$ cat config.mk
export PLATFORM = sky130hd
export DESIGN_NAME = ecc_inject_ctrl
export DESIGN_NICKNAME = d
export VERILOG_FILES = /design/src/rtl/ecc_inj_pkg.sv /design/src/rtl/ecc_ctrl_reg.sv /design/src/rtl/ecc_inj_pending.sv /design/src/rtl/ecc_secded_enc.sv /design/src/rtl/ecc_inject_ctrl.sv
export SDC_FILE = /design/constraint.sdc
export NUM_CORES = 1
export LEC_CHECK = 0
export ABC_AREA = 1
export BUFFER_PORTS_ARGS = -buffer_cell sky130_fd_sc_hd__buf_2
export CORE_MARGIN = 5
export CORE_UTILIZATION = 41
export CTS_CLUSTER_DIAMETER = 120
export DETAILED_ROUTE_END_ITERATION = 10
export MAX_ROUTING_LAYER = met4
export PLACE_DENSITY = 0.73
export SETUP_SLACK_MARGIN = 0.1
export SYNTH_ARGS = -nofsm -noshare
export SYNTH_HDL_FRONTEND = slang
export SYNTH_HIERARCHICAL = 1
export SYNTH_SLANG_ARGS = --single-unit
$ cat constraint.sdc
create_clock -name clk -period 1.82 [get_ports clk]
set_clock_uncertainty 0.1 [all_clocks]
set_input_delay 0.182 -clock clk [delete_from_list [all_inputs] [get_ports clk]]
set_output_delay 0.182 -clock clk [all_outputs]
set_load 0.005 [all_outputs]
$ cat src/rtl/ecc_inj_pkg.sv
package ecc_inj_pkg;

  typedef struct packed {
    logic inj_dbl;
    logic inj_sgl;
    logic ecc_on;
  } ctrl_t;

  localparam int CTRL_W = 3;

  // Number of Hamming parity bits needed to cover dw data bits.
  function automatic int hamming_bits(input int dw);
    int p;
    p = 1;
    while ((1 << p) < dw + p + 1) p++;
    return p;
  endfunction

  // Hamming parity bits plus one overall parity bit.
  function automatic int chk_width(input int dw);
    return hamming_bits(dw) + 1;
  endfunction

endpackage

$ cat src/rtl/ecc_ctrl_reg.sv
module ecc_ctrl_reg
  import ecc_inj_pkg::*;
#(
  parameter int REG_W = 32
) (
  input  logic             clk,
  input  logic             cold_rst,
  input  logic             reg_we,
  input  logic [REG_W-1:0] reg_wdata,
  output logic [REG_W-1:0] reg_rdata,
  output ctrl_t            ctrl_q,
  output logic             arm_sgl,
  output logic             arm_dbl
);
  localparam int PAD_W = REG_W - CTRL_W;

  ctrl_t wr_ctrl;
  assign wr_ctrl = ctrl_t'(reg_wdata[CTRL_W-1:0]);

  // Only cold reset clears the register; warm reset is not wired in here.
  always_ff @(posedge clk) begin
    if (cold_rst)    ctrl_q <= '0;
    else if (reg_we) ctrl_q <= wr_ctrl;
  end

  // Arming fires only on a 0-to-1 change of a request bit.
  assign arm_sgl = reg_we && wr_ctrl.inj_sgl && !ctrl_q.inj_sgl;
  assign arm_dbl = reg_we && wr_ctrl.inj_dbl && !ctrl_q.inj_dbl;

  assign reg_rdata = {{PAD_W{1'b0}}, ctrl_q};
endmodule

$ cat src/rtl/ecc_inj_pending.sv
module ecc_inj_pending (
  input  logic clk,
  input  logic cold_rst,
  input  logic arm_sgl,
  input  logic arm_dbl,
  input  logic consume,
  output logic pend_sgl,
  output logic pend_dbl
);
  // An arm on the same edge as a consume survives for the next write.
  always_ff @(posedge clk) begin
    if (cold_rst) begin
      pend_sgl <= 1'b0;
      pend_dbl <= 1'b0;
    end else begin
      pend_sgl <= (pend_sgl && !consume) || arm_sgl;
      pend_dbl <= (pend_dbl && !consume) || arm_dbl;
    end
  end
endmodule

$ cat src/rtl/ecc_secded_enc.sv
module ecc_secded_enc
  import ecc_inj_pkg::*;
#(
  parameter int DATA_W = 32
) (
  input  logic [DATA_W-1:0]                 data,
  output logic [chk_width(DATA_W)-1:0]      chk
);
  localparam int P      = hamming_bits(DATA_W);
  localparam int CW_LEN = DATA_W + P;

  always_comb begin
    int di;
    di  = 0;
    chk = '0;
    for (int pos = 1; pos <= CW_LEN; pos++) begin
      if ((pos & (pos - 1)) != 0) begin
        for (int i = 0; i < P; i++) begin
          if (pos[i]) chk[i] = chk[i] ^ data[di];
        end
        di = di + 1;
      end
    end
    chk[P] = ^{data, chk[P-1:0]};
  end
endmodule

$ cat src/rtl/ecc_inject_ctrl.sv
module ecc_inject_ctrl
  import ecc_inj_pkg::*;
#(
  parameter int DATA_W = 32,
  parameter int REG_W  = 32
) (
  input  logic                          clk,
  input  logic                          cold_rst,
  input  logic                          warm_rst,
  input  logic                          reg_we,
  input  logic [REG_W-1:0]              reg_wdata,
  output logic [REG_W-1:0]              reg_rdata,
  input  logic                          ram_we,
  input  logic [DATA_W-1:0]             ram_wdata,
  output logic                          cw_valid,
  output logic [DATA_W-1:0]             cw_data,
  output logic [chk_width(DATA_W)-1:0]  cw_check
);
  localparam int CHK_W   = chk_width(DATA_W);
  localparam int SGL_BIT = 0;
  localparam int DBL_BIT = 1;

  ctrl_t              ctrl_q;
  logic               arm_sgl, arm_dbl;
  logic               pend_sgl, pend_dbl;
  logic               ecc_on;
  logic               wr_ok, consume;
  logic [DATA_W-1:0]  flip_mask;
  logic [CHK_W-1:0]   enc_chk;

  ecc_ctrl_reg #(.REG_W(REG_W)) u_reg (
    .clk       (clk),
    .cold_rst  (cold_rst),
    .reg_we    (reg_we),
    .reg_wdata (reg_wdata),
    .reg_rdata (reg_rdata),
    .ctrl_q    (ctrl_q),
    .arm_sgl   (arm_sgl),
    .arm_dbl   (arm_dbl)
  );

  assign ecc_on  = ctrl_q.ecc_on;
  assign wr_ok   = ram_we && !cold_rst && !warm_rst;
  assign consume = wr_ok && ecc_on;

  ecc_inj_pending u_pend (
    .clk      (clk),
    .cold_rst (cold_rst),
    .arm_sgl  (arm_sgl),
    .arm_dbl  (arm_dbl),
    .consume  (consume),
    .pend_sgl (pend_sgl),
    .pend_dbl (pend_dbl)
  );

  ecc_secded_enc #(.DATA_W(DATA_W)) u_enc (
    .data (ram_wdata),
    .chk  (enc_chk)
  );

  // Double request wins over single; both clear on the consuming write.
  always_comb begin
    flip_mask = '0;
    if (ecc_on) begin
      if (pend_dbl) begin
        flip_mask[SGL_BIT] = 1'b1;
        flip_mask[DBL_BIT] = 1'b1;
      end else if (pend_sgl) begin
        flip_mask[SGL_BIT] = 1'b1;
      end
    end
  end

  always_ff @(posedge clk) begin
    if (cold_rst || warm_rst) cw_valid <= 1'b0;
    else                      cw_valid <= ram_we;
  end

  always_ff @(posedge clk) begin
    if (wr_ok) begin
      cw_data  <= ram_wdata ^ flip_mask;
      cw_check <= ecc_on ? enc_chk : '0;
    end
  end
endmodule

==> metrics.txt, run 1 <==
Post-Synthesis Cells 470; total standard cell area after synthesis 3310 sq um; result of the run complete, but fails checks; Layout fillers 655; clock-pin slew on the worst setup and hold paths 0.08 ns; gp weighted congestion 0.881; die outline height 99.8 um; final WL 9300 um; fin util 0.618; first-pass GRT wire length 12200 um; placed wire-length estimate 6020 um; standard-cell row count 32; post-route worst hold slack -0.0110 ns; share of the synthesized area in the top cell type 0.354; crit path capture type flop; Design Area, Final 4820 sq um; CP max FO 4; aggregate global-route resource usage 0.153; count of yosys warnings during synthesis 6; Setup violations, final 0; type of the worst min-delay path in -> reg; Core ar. 7810 sq um; CTS tree built; routed via count divided by cell count 4.64; fraction of layout instances using a drive strength above 1 0.458; number of nets with antenna violations after detailed routing 0; Seq. cell area 1290 sq um; number of maximum-capacitance violations 0; Clock Tree Root sky130_fd_sc_hd__clkbuf_8; PortBufs 82; pin slew with the least headroom to its limit 0.511 ns; DRT iter0 DRCs 212; die width 99.8 um; latest clock arrival within the worst-skew pair 0.30 ns; shortest period the worst path allows 1.82 ns; Setup WS pre-CTS -0.220 ns; Die ar. 9970 sq um; most common library cell in the layout ignoring fill and taps sky130_fd_sc_hd__nand2_1; list of cells traversed by the critical path buf_2, inv_1, nand2_1, nand2_1, nand2_2, nand2_4, inv_4, nand2_2, nand3_1, nand2_2, inv_2, nand2_2, nand2_2, nand2_1, nand2_1, nand2_1, nand2_2, nand2_1, nand2_1, nand2_1, inv_1; cell type group with the largest total delay on the critical path simple AND/OR/NAND/NOR gates; number of detailed-routing iterations run before antenna repair 4; Final Cycle Share 0.999; final sum of negative setup slack 0 ns; top library cells by usage in the layout, fill and taps aside 148 x sky130_fd_sc_hd__nand2_1, 72 x sky130_fd_sc_hd__nand2_2, 60 x sky130_fd_sc_hd__buf_2; cell occurring most often along the worst timing path sky130_fd_sc_hd__nand2_1; deepest clock path buffer count 2; violated checks negative hold slack; setup repair after global routing missed its margin yes; Via Count 3299; starting density of the core 0.424; area of combinational cells with multiple inputs 1980 sq um; crit path max-delay cell type sky130_fd_sc_hd__buf_2; final hold violation count 1; IR Drop Worst-Case VDD 0.000387 V; Worst setup SP type input port; area growth from synthesis to layout 45.7%; arrival time reported for the critical path endpoint 1.78 ns; delay of the slowest cell on the worst path 0.13 ns; worst slew slack as a fraction of its limit 0.659; Area after DPL 3960 sq um; wire length per cell after detailed routing 13.1 um; power per standard cell area 690 nW/um^2; PnR worst setup slack 0.00179 ns; count of unresolved DRC violations after routing 0; number of buffers and inverters on the critical path 5; vias in the first global route 2963; TritonCTS sink count 45; mean instance size in the synthesized netlist 7.04 sq um; ANT cells 0; number of nets at the end of the flow 677; category of the critical setup timing path in -> reg; Yosys reg bits 45; reported leakage power 2.61 nW; maximum achievable frequency 550 MHz; ports placed on the boundary 141; max-slew violations 0; sequential cell area fraction in the yosys report 0.390; number of levels in the clock H-tree 2; biggest area contributors in the synthesized netlist sky130_fd_sc_hd__edfxtp_1 35%, sky130_fd_sc_hd__nand2_1 25%, sky130_fd_sc_hd__buf_4 7.5%; cell taking the most area after synthesis sky130_fd_sc_hd__edfxtp_1; maximum number of pins on one net before global-route repair 40; CP Data Required Time 1.78 ns; total CTS buffers 5; global-route congestion overflow total 0; Distinct cells, synth 21; number of antenna violations at the first check in global routing 0
==> cells by family after synthesis <==
logic type / after synthesis / share of synthesized area
AND/OR/NAND/NOR: 283 / 0.356
buffers and inverters: 110 / 0.167
flip-flops: 45 / 0.390
AO/OA/AOI/OAI: 5 / 0.00756
other: 1 / 0.00113
XOR/XNOR: 26 / 0.0779
==> routing by layer <==
| metal | wire length, um | part of all wire | vias to the layer above | global-route usage |
|---|---|---|---|---|
| met5 | 0 | 0 | - | - |
| met3 | 540 | 0.058 | 28 | 0.0208 |
| met1 | 3600 | 0.39 | 1507 | 0.172 |
| met4 | 261 | 0.028 | 0 | 0.0599 |
| li1 | - | - | 1635 | - |
| met2 | 4900 | 0.53 | 129 | 0.273 |
==> through the flow <==
stage / power [W] / std cells
after floorplan: 0.00193 / 498
after global placement: 0.00218 / 680
after detailed placement: 0.00223 / 680
after CTS: 0.00303 / 695
after global routing: 0.00353 / 711
final: 0.00333 / 711
==> synthesized netlist by cell type, drive strengths merged <==
cell type and n:
nand2 238, a21oi 5, edfxtp 39, xnor2 12
conb 1, nor2 10, nand3 32, inv 74
nand3b 3, buf 36, dfxtp 6, xor2 14
==> final timing paths <==
path / start / endpoint / slack (ns) / cells past startpoint
setup reg to reg: u_reg/ctrl_q[0]$_SDFFE_PP0P_ / cw_data[0]$_DFFE_PP_ / 0.56 / 3
setup / recovery: ram_wdata[22] / cw_check[6]$_SDFFCE_PN0P_ / 0.002 / 21
hold reg to reg: u_reg/ctrl_q[1]$_SDFFE_PP0P_ / u_reg/ctrl_q[1]$_SDFFE_PP0P_ / 0.38 / 2
hold / removal: ram_wdata[27] / cw_data[27]$_DFFE_PP_ / -0.01 / 1
==> what timing repair did <==
action	CTS	global route
endpoints found under the hold margin	6	10
resized for setup	4	182
hold buffers	6	9
pin swaps	1	66
endpoints found under the setup margin	1	1
buffers inserted	1	7
==> sequential cells by signal (all words and copies together), names as in the netlist <==
name             flops
cw_data             32
u_pend/pend_dbl      1
u_reg/ctrl_q         3
u_pend/pend_sgl      1
cw_valid             1
cw_check             7
==> report_power, final <==
group | internal [W] | switching (W)
Combinational | 0.000570 | 0.000785
Sequential | 0.00117 | 0.0000172
Clock | 0.000448 | 0.000338
Total | 0.00219 | 0.00114
==> layout make-up <==
type / instances / share of cell area
inverter: 74 / 0.0628
clock buffer: 7 / 0.0179
tap: 102 / 0.0265
sequential: 45 / 0.268
timing repair buffer: 139 / 0.209
multi-input combinational: 343 / 0.410
clock inverter: 1 / 0.00623
Power figures use the tool's default switching activity.
==> run 2, diff against run 1 <==
Settings changed: ABC_AREA 1 to 0, CORE_UTILIZATION 41 to 40, PLACE_DENSITY 0.73 to 0.77.
==> metrics.txt, run 2 <==
result of the run complete, but fails checks; violated checks negative setup slack; number of detailed-routing iterations run before antenna repair 4 (unchanged); Seq. cell area 1290 sq um (unchanged); global-route congestion overflow total 0 (unchanged); Die ar. 7680 sq um (-23%); area growth from synthesis to layout 39.2%; FF-to-FF path depth 2 (-1); fraction of layout instances using a drive strength above 1 0.491 (+0.0332); worst r2r src u_reg/ctrl_q[0]$_SDFFE_PP0P_; ranking of synthesized cells by instance count 39 x sky130_fd_sc_hd__edfxtp_1, 35 x sky130_fd_sc_hd__xnor2_1, 32 x sky130_fd_sc_hd__buf_4; total CTS buffers 5 (unchanged); vias in the first global route 1579 (-47%); number of synthesized flops with an enable pin 39 (unchanged); first-pass GRT wire length 7510 um (-39%); most used flip-flop cell after synthesis sky130_fd_sc_hd__edfxtp_1; post-route worst hold slack 0.0185 ns (+0.0296 ns); Via Count 1527 (-54%); final WL 4890 um (-47%); source of the worst hold timing path ram_wdata[20]; power per standard cell area 889 nW/um^2 (+29%); wire length per cell after detailed routing 13.4 um (+2.7%); sequential cell area fraction in the yosys report 0.536 (+0.145); number of nets with antenna violations after detailed routing 0 (unchanged); Clock Tree Root sky130_fd_sc_hd__clkbuf_8; Top Registers cw_data x32, cw_check x7, u_reg/ctrl_q x3; count of yosys warnings during synthesis 6 (unchanged); number of standard cells in the layout, taps in and fillers out 364 (-49%); count of unresolved DRC violations after routing 0 (unchanged); Distinct cells, synth 23 (+9.5%); gp weighted congestion 0.780 (-11%); cell taking the most area after synthesis sky130_fd_sc_hd__edfxtp_1; top library cells by usage in the layout, fill and taps aside 76 x sky130_fd_sc_hd__buf_2, 39 x sky130_fd_sc_hd__edfxtp_1, 29 x sky130_fd_sc_hd__xnor2_1, 29 x sky130_fd_sc_hd__conb_1, 28 x sky130_fd_sc_hd__buf_4; PortBufs 82 (unchanged); biggest area contributors in the synthesized netlist sky130_fd_sc_hd__edfxtp_1 49%, sky130_fd_sc_hd__xnor2_1 13%, sky130_fd_sc_hd__buf_4 10%; reported leakage power 1.52 nW (-42%); TritonCTS sink count 45 (unchanged); setup repair after global routing missed its margin yes; type of the worst min-delay path in -> reg; deepest clock path buffer count 2 (unchanged); share of the synthesized area in the top cell type 0.486 (+0.132); number of maximum-capacitance violations 0 (unchanged); standard-cell row count 28 (-13%); most common library cell in the layout ignoring fill and taps sky130_fd_sc_hd__buf_2; final hold violation count 0 (-1); Setup violations, final 1 (+1); ports placed on the boundary 141 (unchanged); maximum achievable frequency 494 MHz (-10%); die outline height 87.6 um (-12%); flip-flop count of the largest register, all copies and words added 32 (unchanged); arrival time reported for the critical path endpoint 1.98 ns (+0.20 ns); Yosys reg bits 45 (unchanged); total standard cell area after synthesis 2410 sq um (-27%); number of nets at the end of the flow 357 (-47%); CTS tree built; die width 87.6 um (-12%); register with the most flip-flops cw_data; Reg2Reg Setup Slack 0.63 ns (+0.07 ns); number of placed instances with taps included 344 (-49%); Layout fillers 492 (-25%); Core ar. 5890 sq um (-25%); CP Data Required Time 1.78 ns (about the same); Post-Synthesis Cells 162 (-66%); shortest period the worst path allows 2.03 ns (+0.207 ns); CP max FO 2 (-2); category of the critical setup timing path in -> reg; share of flip-flops with an asynchronous set or reset 0 (unchanged); placed wire-length estimate 3800 um (-37%); mean instance size in the synthesized netlist 14.9 sq um (+110%); starting density of the core 0.410 (-0.0142); max-slew violations 0 (unchanged); aggregate global-route resource usage 0.133 (-0.0192); Worst Hold Path EP cw_data[20]$_DFFE_PP_; area of combinational cells with multiple inputs 1080 sq um (-45%); number of antenna violations at the first check in global routing 0 (unchanged); ANT cells 0 (unchanged); Worst setup SP type input port; crit path capture type flop; number of levels in the clock H-tree 2 (unchanged); IR Drop Worst-Case VDD 0.000415 V (+7.2%); Final Cycle Share 1.11 (+0.114); routed via count divided by cell count 4.20 (-9.6%); cell with the most instances after synthesis sky130_fd_sc_hd__edfxtp_1; WHS Path Cells 1 (unchanged); endpoint of the lowest-slack register-to-register path cw_data[0]$_DFFE_PP_; DRT iter0 DRCs 30 (-86%); clock-pin slew on the worst setup and hold paths 0.08 ns (about the same); maximum number of pins on one net before global-route repair 26 (-35%); latest clock arrival within the worst-skew pair 0.29 ns (about the same); PnR worst setup slack -0.206 ns (-0.207 ns)
run 2: cell count changes in the layout (fill, tap and decap cells not counted), moves of 10 or more:
cell and change:
sky130_fd_sc_hd__nand2_1 -147, sky130_fd_sc_hd__nand2_2 -72, sky130_fd_sc_hd__inv_1 -38, sky130_fd_sc_hd__inv_2 -24, sky130_fd_sc_hd__nand3_1 -24, sky130_fd_sc_hd__xnor2_1 +24
sky130_fd_sc_hd__buf_4 -22, sky130_fd_sc_hd__nand2_4 -18, sky130_fd_sc_hd__buf_2 +16, sky130_fd_sc_hd__inv_4 -10
run 2: cells by family after synthesis:
kind of cell,count (synthesis),share of synthesized area
buf+inv,34,0.103
compound gates,3,0.00623
xor+xnor,58,0.291
simple gates,18,0.0509
mux,3,0.0125
flops,45,0.536
other cells,1,0.00156
run 2: worst max-delay path by stage:
stage / from / endpoint / slack (ns)
after global placement: ram_wdata[21] / cw_check[6]$_SDFFCE_PN0P_ / -0.51
after floorplan: ram_wdata[2] / cw_check[6]$_SDFFCE_PN0P_ / -0.36
final: ram_wdata[9] / cw_check[6]$_SDFFCE_PN0P_ / -0.21
after global routing: ram_wdata[21] / cw_check[6]$_SDFFCE_PN0P_ / -0.26
after detailed placement: ram_wdata[21] / cw_check[6]$_SDFFCE_PN0P_ / -0.54
after CTS: ram_wdata[21] / cw_check[6]$_SDFFCE_PN0P_ / -0.20
run 2: power breakdown:
| group | internal (W) | leakage (nW) | switching (W) |
|---|---|---|---|
| Sequential | 0.00118 | 0.405 | 0.0000171 |
| Clock | 0.000259 | 0.0430 | 0.000317 |
| Combinational | 0.000788 | 1.07 | 0.000416 |
| Total | 0.00223 | 1.52 | 0.000751 |
run 2: layer usage:
layer,share of wire,global-route usage,vias up
met5,0,-,-
met2,0.49,0.215,74
li1,-,-,737
met1,0.40,0.165,710
met3,0.096,0.0367,6
met4,0.012,0.0377,0
run 2: worst max-delay path: stages:
cell,delay [ns]
sky130_fd_sc_hd__buf_2,0.13
sky130_fd_sc_hd__xnor2_2,0.19
sky130_fd_sc_hd__xnor3_1,0.46
sky130_fd_sc_hd__buf_4,0.16
sky130_fd_sc_hd__xor2_2,0.19
sky130_fd_sc_hd__xnor2_2,0.20
sky130_fd_sc_hd__xnor3_1,0.32
sky130_fd_sc_hd__and2_4,0.16
run 2: per-stage QoR:
step	setup WS [ns]	cell area [sq um]	util	total power [W]	TNS (ns)
6_report	-0.206	3360	0.570	0.00298	-0.206
5_1_grt	-0.262	3360	0.570	0.00316	-0.264
4_1_cts	-0.200	3180	0.541	0.00291	-0.200
3_5_place_dp	-0.543	3010	0.511	0.00229	-1.11
3_3_place_gp	-0.511	3010	0.511	0.00226	-1.02
2_1_floorplan	-0.358	2520	-	0.00203	-0.446
run 2: timing repair:
action / 4_1_cts / 5_1_grt
gates resized for setup: 5 / 23
setup endpoints to repair: 2 / 5
buffers inserted: 1 / 3
hold buffers: 7 / 2
pin swaps: 0 / 9
hold endpoints to repair: 8 / 2
run 2: layout make-up:
class | count | area share
Multi-Input combinational cell | 111 | 0.323
Timing Repair Buffer | 123 | 0.238
Clock inverter | 3 | 0.00373
Clock buffer | 5 | 0.0205
Tap cell | 75 | 0.0280
Inverter | 2 | 0.00224
Sequential cell | 45 | 0.385
==> run 3, diff against run 2 <==
==> constraint.sdc (replaced) <==
create_clock -name clk -period 1.82 [get_ports clk]
set_clock_uncertainty 0.1 [all_clocks]
set_input_delay 0.091 -clock clk [delete_from_list [all_inputs] [get_ports clk]]
set_output_delay 0.091 -clock clk [all_outputs]
set_load 0.005 [all_outputs]
==> metrics.txt, run 3 (same netlist as run 2, synthesis figures left out) <==
count of unresolved DRC violations after routing 0 (unchanged); Final Cycle Share 1.07 (-0.0429); latest clock arrival within the worst-skew pair 0.29 ns (about the same); crit path capture type flop; maximum number of pins on one net before global-route repair 41 (+58%); vias in the first global route 1670 (+5.8%); clock-pin slew on the worst setup and hold paths 0.08 ns (about the same); worst r2r src u_reg/ctrl_q[0]$_SDFFE_PP0P_; shortest period the worst path allows 1.95 ns (-0.0781 ns); number of placed instances with taps included 343 (-0.29%); fraction of layout instances using a drive strength above 1 0.446 (-0.0454); Tot Pwr 0.00311 W (+4.4%); routed via count divided by cell count 4.25 (+1.3%); endpoint of the lowest-slack register-to-register path u_reg/ctrl_q[0]$_SDFFE_PP0P_; final hold violation count 0 (unchanged); top library cells by usage in the layout, fill and taps aside 81 x sky130_fd_sc_hd__buf_2, 39 x sky130_fd_sc_hd__edfxtp_1, 30 x sky130_fd_sc_hd__xnor2_1; standard-cell row count 28 (unchanged); maximum achievable frequency 513 MHz (+4.0%); Clock Tree Root sky130_fd_sc_hd__clkbuf_8; CP Data Required Time 1.78 ns (about the same); Setup violations, final 1 (unchanged); setup repair after global routing missed its margin yes; Core ar. 5890 sq um (unchanged); number of nets at the end of the flow 373 (+4.5%); number of standard cells in the layout, taps in and fillers out 380 (+4.4%); result of the run complete, but fails checks; power per standard cell area 895 nW/um^2 (+0.72%); register with the most flip-flops cw_data; Die ar. 7680 sq um (unchanged); number of antenna violations at the first check in global routing 0 (unchanged); WHS Path Cells 2 (+1); number of levels in the clock H-tree 2 (unchanged); PnR worst setup slack -0.127 ns (+0.0781 ns); FF-to-FF path depth 3 (+1); post-route worst hold slack 0.00937 ns (-0.00917 ns); ports placed on the boundary 141 (unchanged); max-slew violations 0 (unchanged); reported leakage power 1.59 nW (+4.7%); Top Registers cw_data x32, cw_check x7, u_reg/ctrl_q x3; most common library cell in the layout ignoring fill and taps sky130_fd_sc_hd__buf_2; ANT cells 0 (unchanged); violated checks negative setup slack; starting density of the core 0.410 (unchanged); wire length per cell after detailed routing 13.6 um (+1.2%); PortBufs 82 (unchanged); deepest clock path buffer count 2 (unchanged); CTS tree built; global-route congestion overflow total 0 (unchanged); number of nets with antenna violations after detailed routing 0 (unchanged); type of the worst min-delay path in -> reg; area of combinational cells with multiple inputs 1030 sq um (-5.0%); placed wire-length estimate 3760 um (-1.2%); CP max FO 2 (unchanged); die width 87.6 um (unchanged); arrival time reported for the critical path endpoint 1.91 ns (-0.07 ns); Via Count 1615 (+5.8%); first-pass GRT wire length 7870 um (+4.8%); Seq. cell area 1290 sq um (unchanged); final WL 5170 um (+5.7%); IR Drop Worst-Case VDD 0.000499 V (+20%); number of detailed-routing iterations run before antenna repair 2 (-2); Worst setup SP type input port; area growth from synthesis to layout 44.2%; number of maximum-capacitance violations 0 (unchanged); flip-flop count of the largest register, all copies and words added 32 (unchanged); Layout fillers 483 (-1.8%); category of the critical setup timing path in -> reg; DRT iter0 DRCs 44 (+47%); die outline height 87.6 um (unchanged); gp weighted congestion 0.746 (-4.4%); total CTS buffers 5 (unchanged); source of the worst hold timing path ram_wdata[2]; Reg2Reg Setup Slack 0.36 ns (-0.27 ns); Worst Hold Path EP cw_data[2]$_DFFE_PP_; aggregate global-route resource usage 0.139 (+0.00584); TritonCTS sink count 45 (unchanged)
[run 3: changes by cell type in the layout (fill, tap and decap cells not counted), sizes merged]
cell,delta
dlygate4sd3,+18
buf,-4
clkinv,-2
dlymetal6s4s,+2
bufinv,+1
clkinvlp,+1
[run 3: worst max path at each step]
stage	start	endpoint	slack [ns]	cells past startpoint
6_report	ram_wdata[2]	cw_check[6]$_SDFFCE_PN0P_	-0.13	7
2_1_floorplan	ram_wdata[2]	cw_check[6]$_SDFFCE_PN0P_	-0.27	6
3_5_place_dp	ram_wdata[22]	cw_check[6]$_SDFFCE_PN0P_	-0.47	7
3_3_place_gp	ram_wdata[21]	cw_check[6]$_SDFFCE_PN0P_	-0.42	7
5_1_grt	ram_wdata[2]	cw_check[6]$_SDFFCE_PN0P_	-0.18	7
4_1_cts	ram_wdata[21]	cw_check[6]$_SDFFCE_PN0P_	-0.13	7
[run 3: worst max-delay path, stage by stage]
cell and delay [ns]:
sky130_fd_sc_hd__buf_2 0.11, sky130_fd_sc_hd__xor3_1 0.41, sky130_fd_sc_hd__xnor3_1 0.24, sky130_fd_sc_hd__xnor3_2 0.41, sky130_fd_sc_hd__xnor2_2 0.15, sky130_fd_sc_hd__xnor3_1 0.33, sky130_fd_sc_hd__and2_4 0.16
[run 3: layout make-up]
type / instances / share of cell area
multi-input combinational: 111 / 0.297
clock inverter: 3 / 0.0133
timing repair buffer: 139 / 0.270
tap: 75 / 0.0270
clock buffer: 5 / 0.0198
sequential: 45 / 0.371
inverter: 2 / 0.00216
[run 3: metal layers]
metal / track usage / vias to the layer above / routed length, um
met5: - / - / 0
met4: 0.0460 / 0 / 55
met3: 0.0339 / 5 / 465
met2: 0.229 / 78 / 2560
met1: 0.168 / 761 / 2080
li1: - / 771 / -
[run 3: power by group]
part | switching [W] | leakage [nW] | internal, W | total [W]
Clock | 0.000347 | 0.0543 | 0.000411 | 0.000758
Combinational | 0.000398 | 1.13 | 0.000755 | 0.00115
Sequential | 0.0000167 | 0.405 | 0.00118 | 0.00120
Total | 0.000762 | 1.59 | 0.00235 | 0.00311
[run 3: repair_timing]
action                     4_1_cts  5_1_grt
hold buffers                    29        0
setup buffers                    0        1
pin swaps                        1        5
hold endpoints to repair        28        0
setup endpoints to repair        1        3
gates resized for setup          2        8
[run 3: through the flow]
step	setup slack, ns	TNS (ns)	utilization	cell area [sq um]
after floorplan	-0.267	-0.267	-	2520
after global placement	-0.424	-0.686	0.512	3010
after detailed placement	-0.466	-0.848	0.512	3010
after CTS	-0.129	-0.129	0.583	3430
after global routing	-0.177	-0.177	0.591	3480
final	-0.127	-0.127	0.591	3480
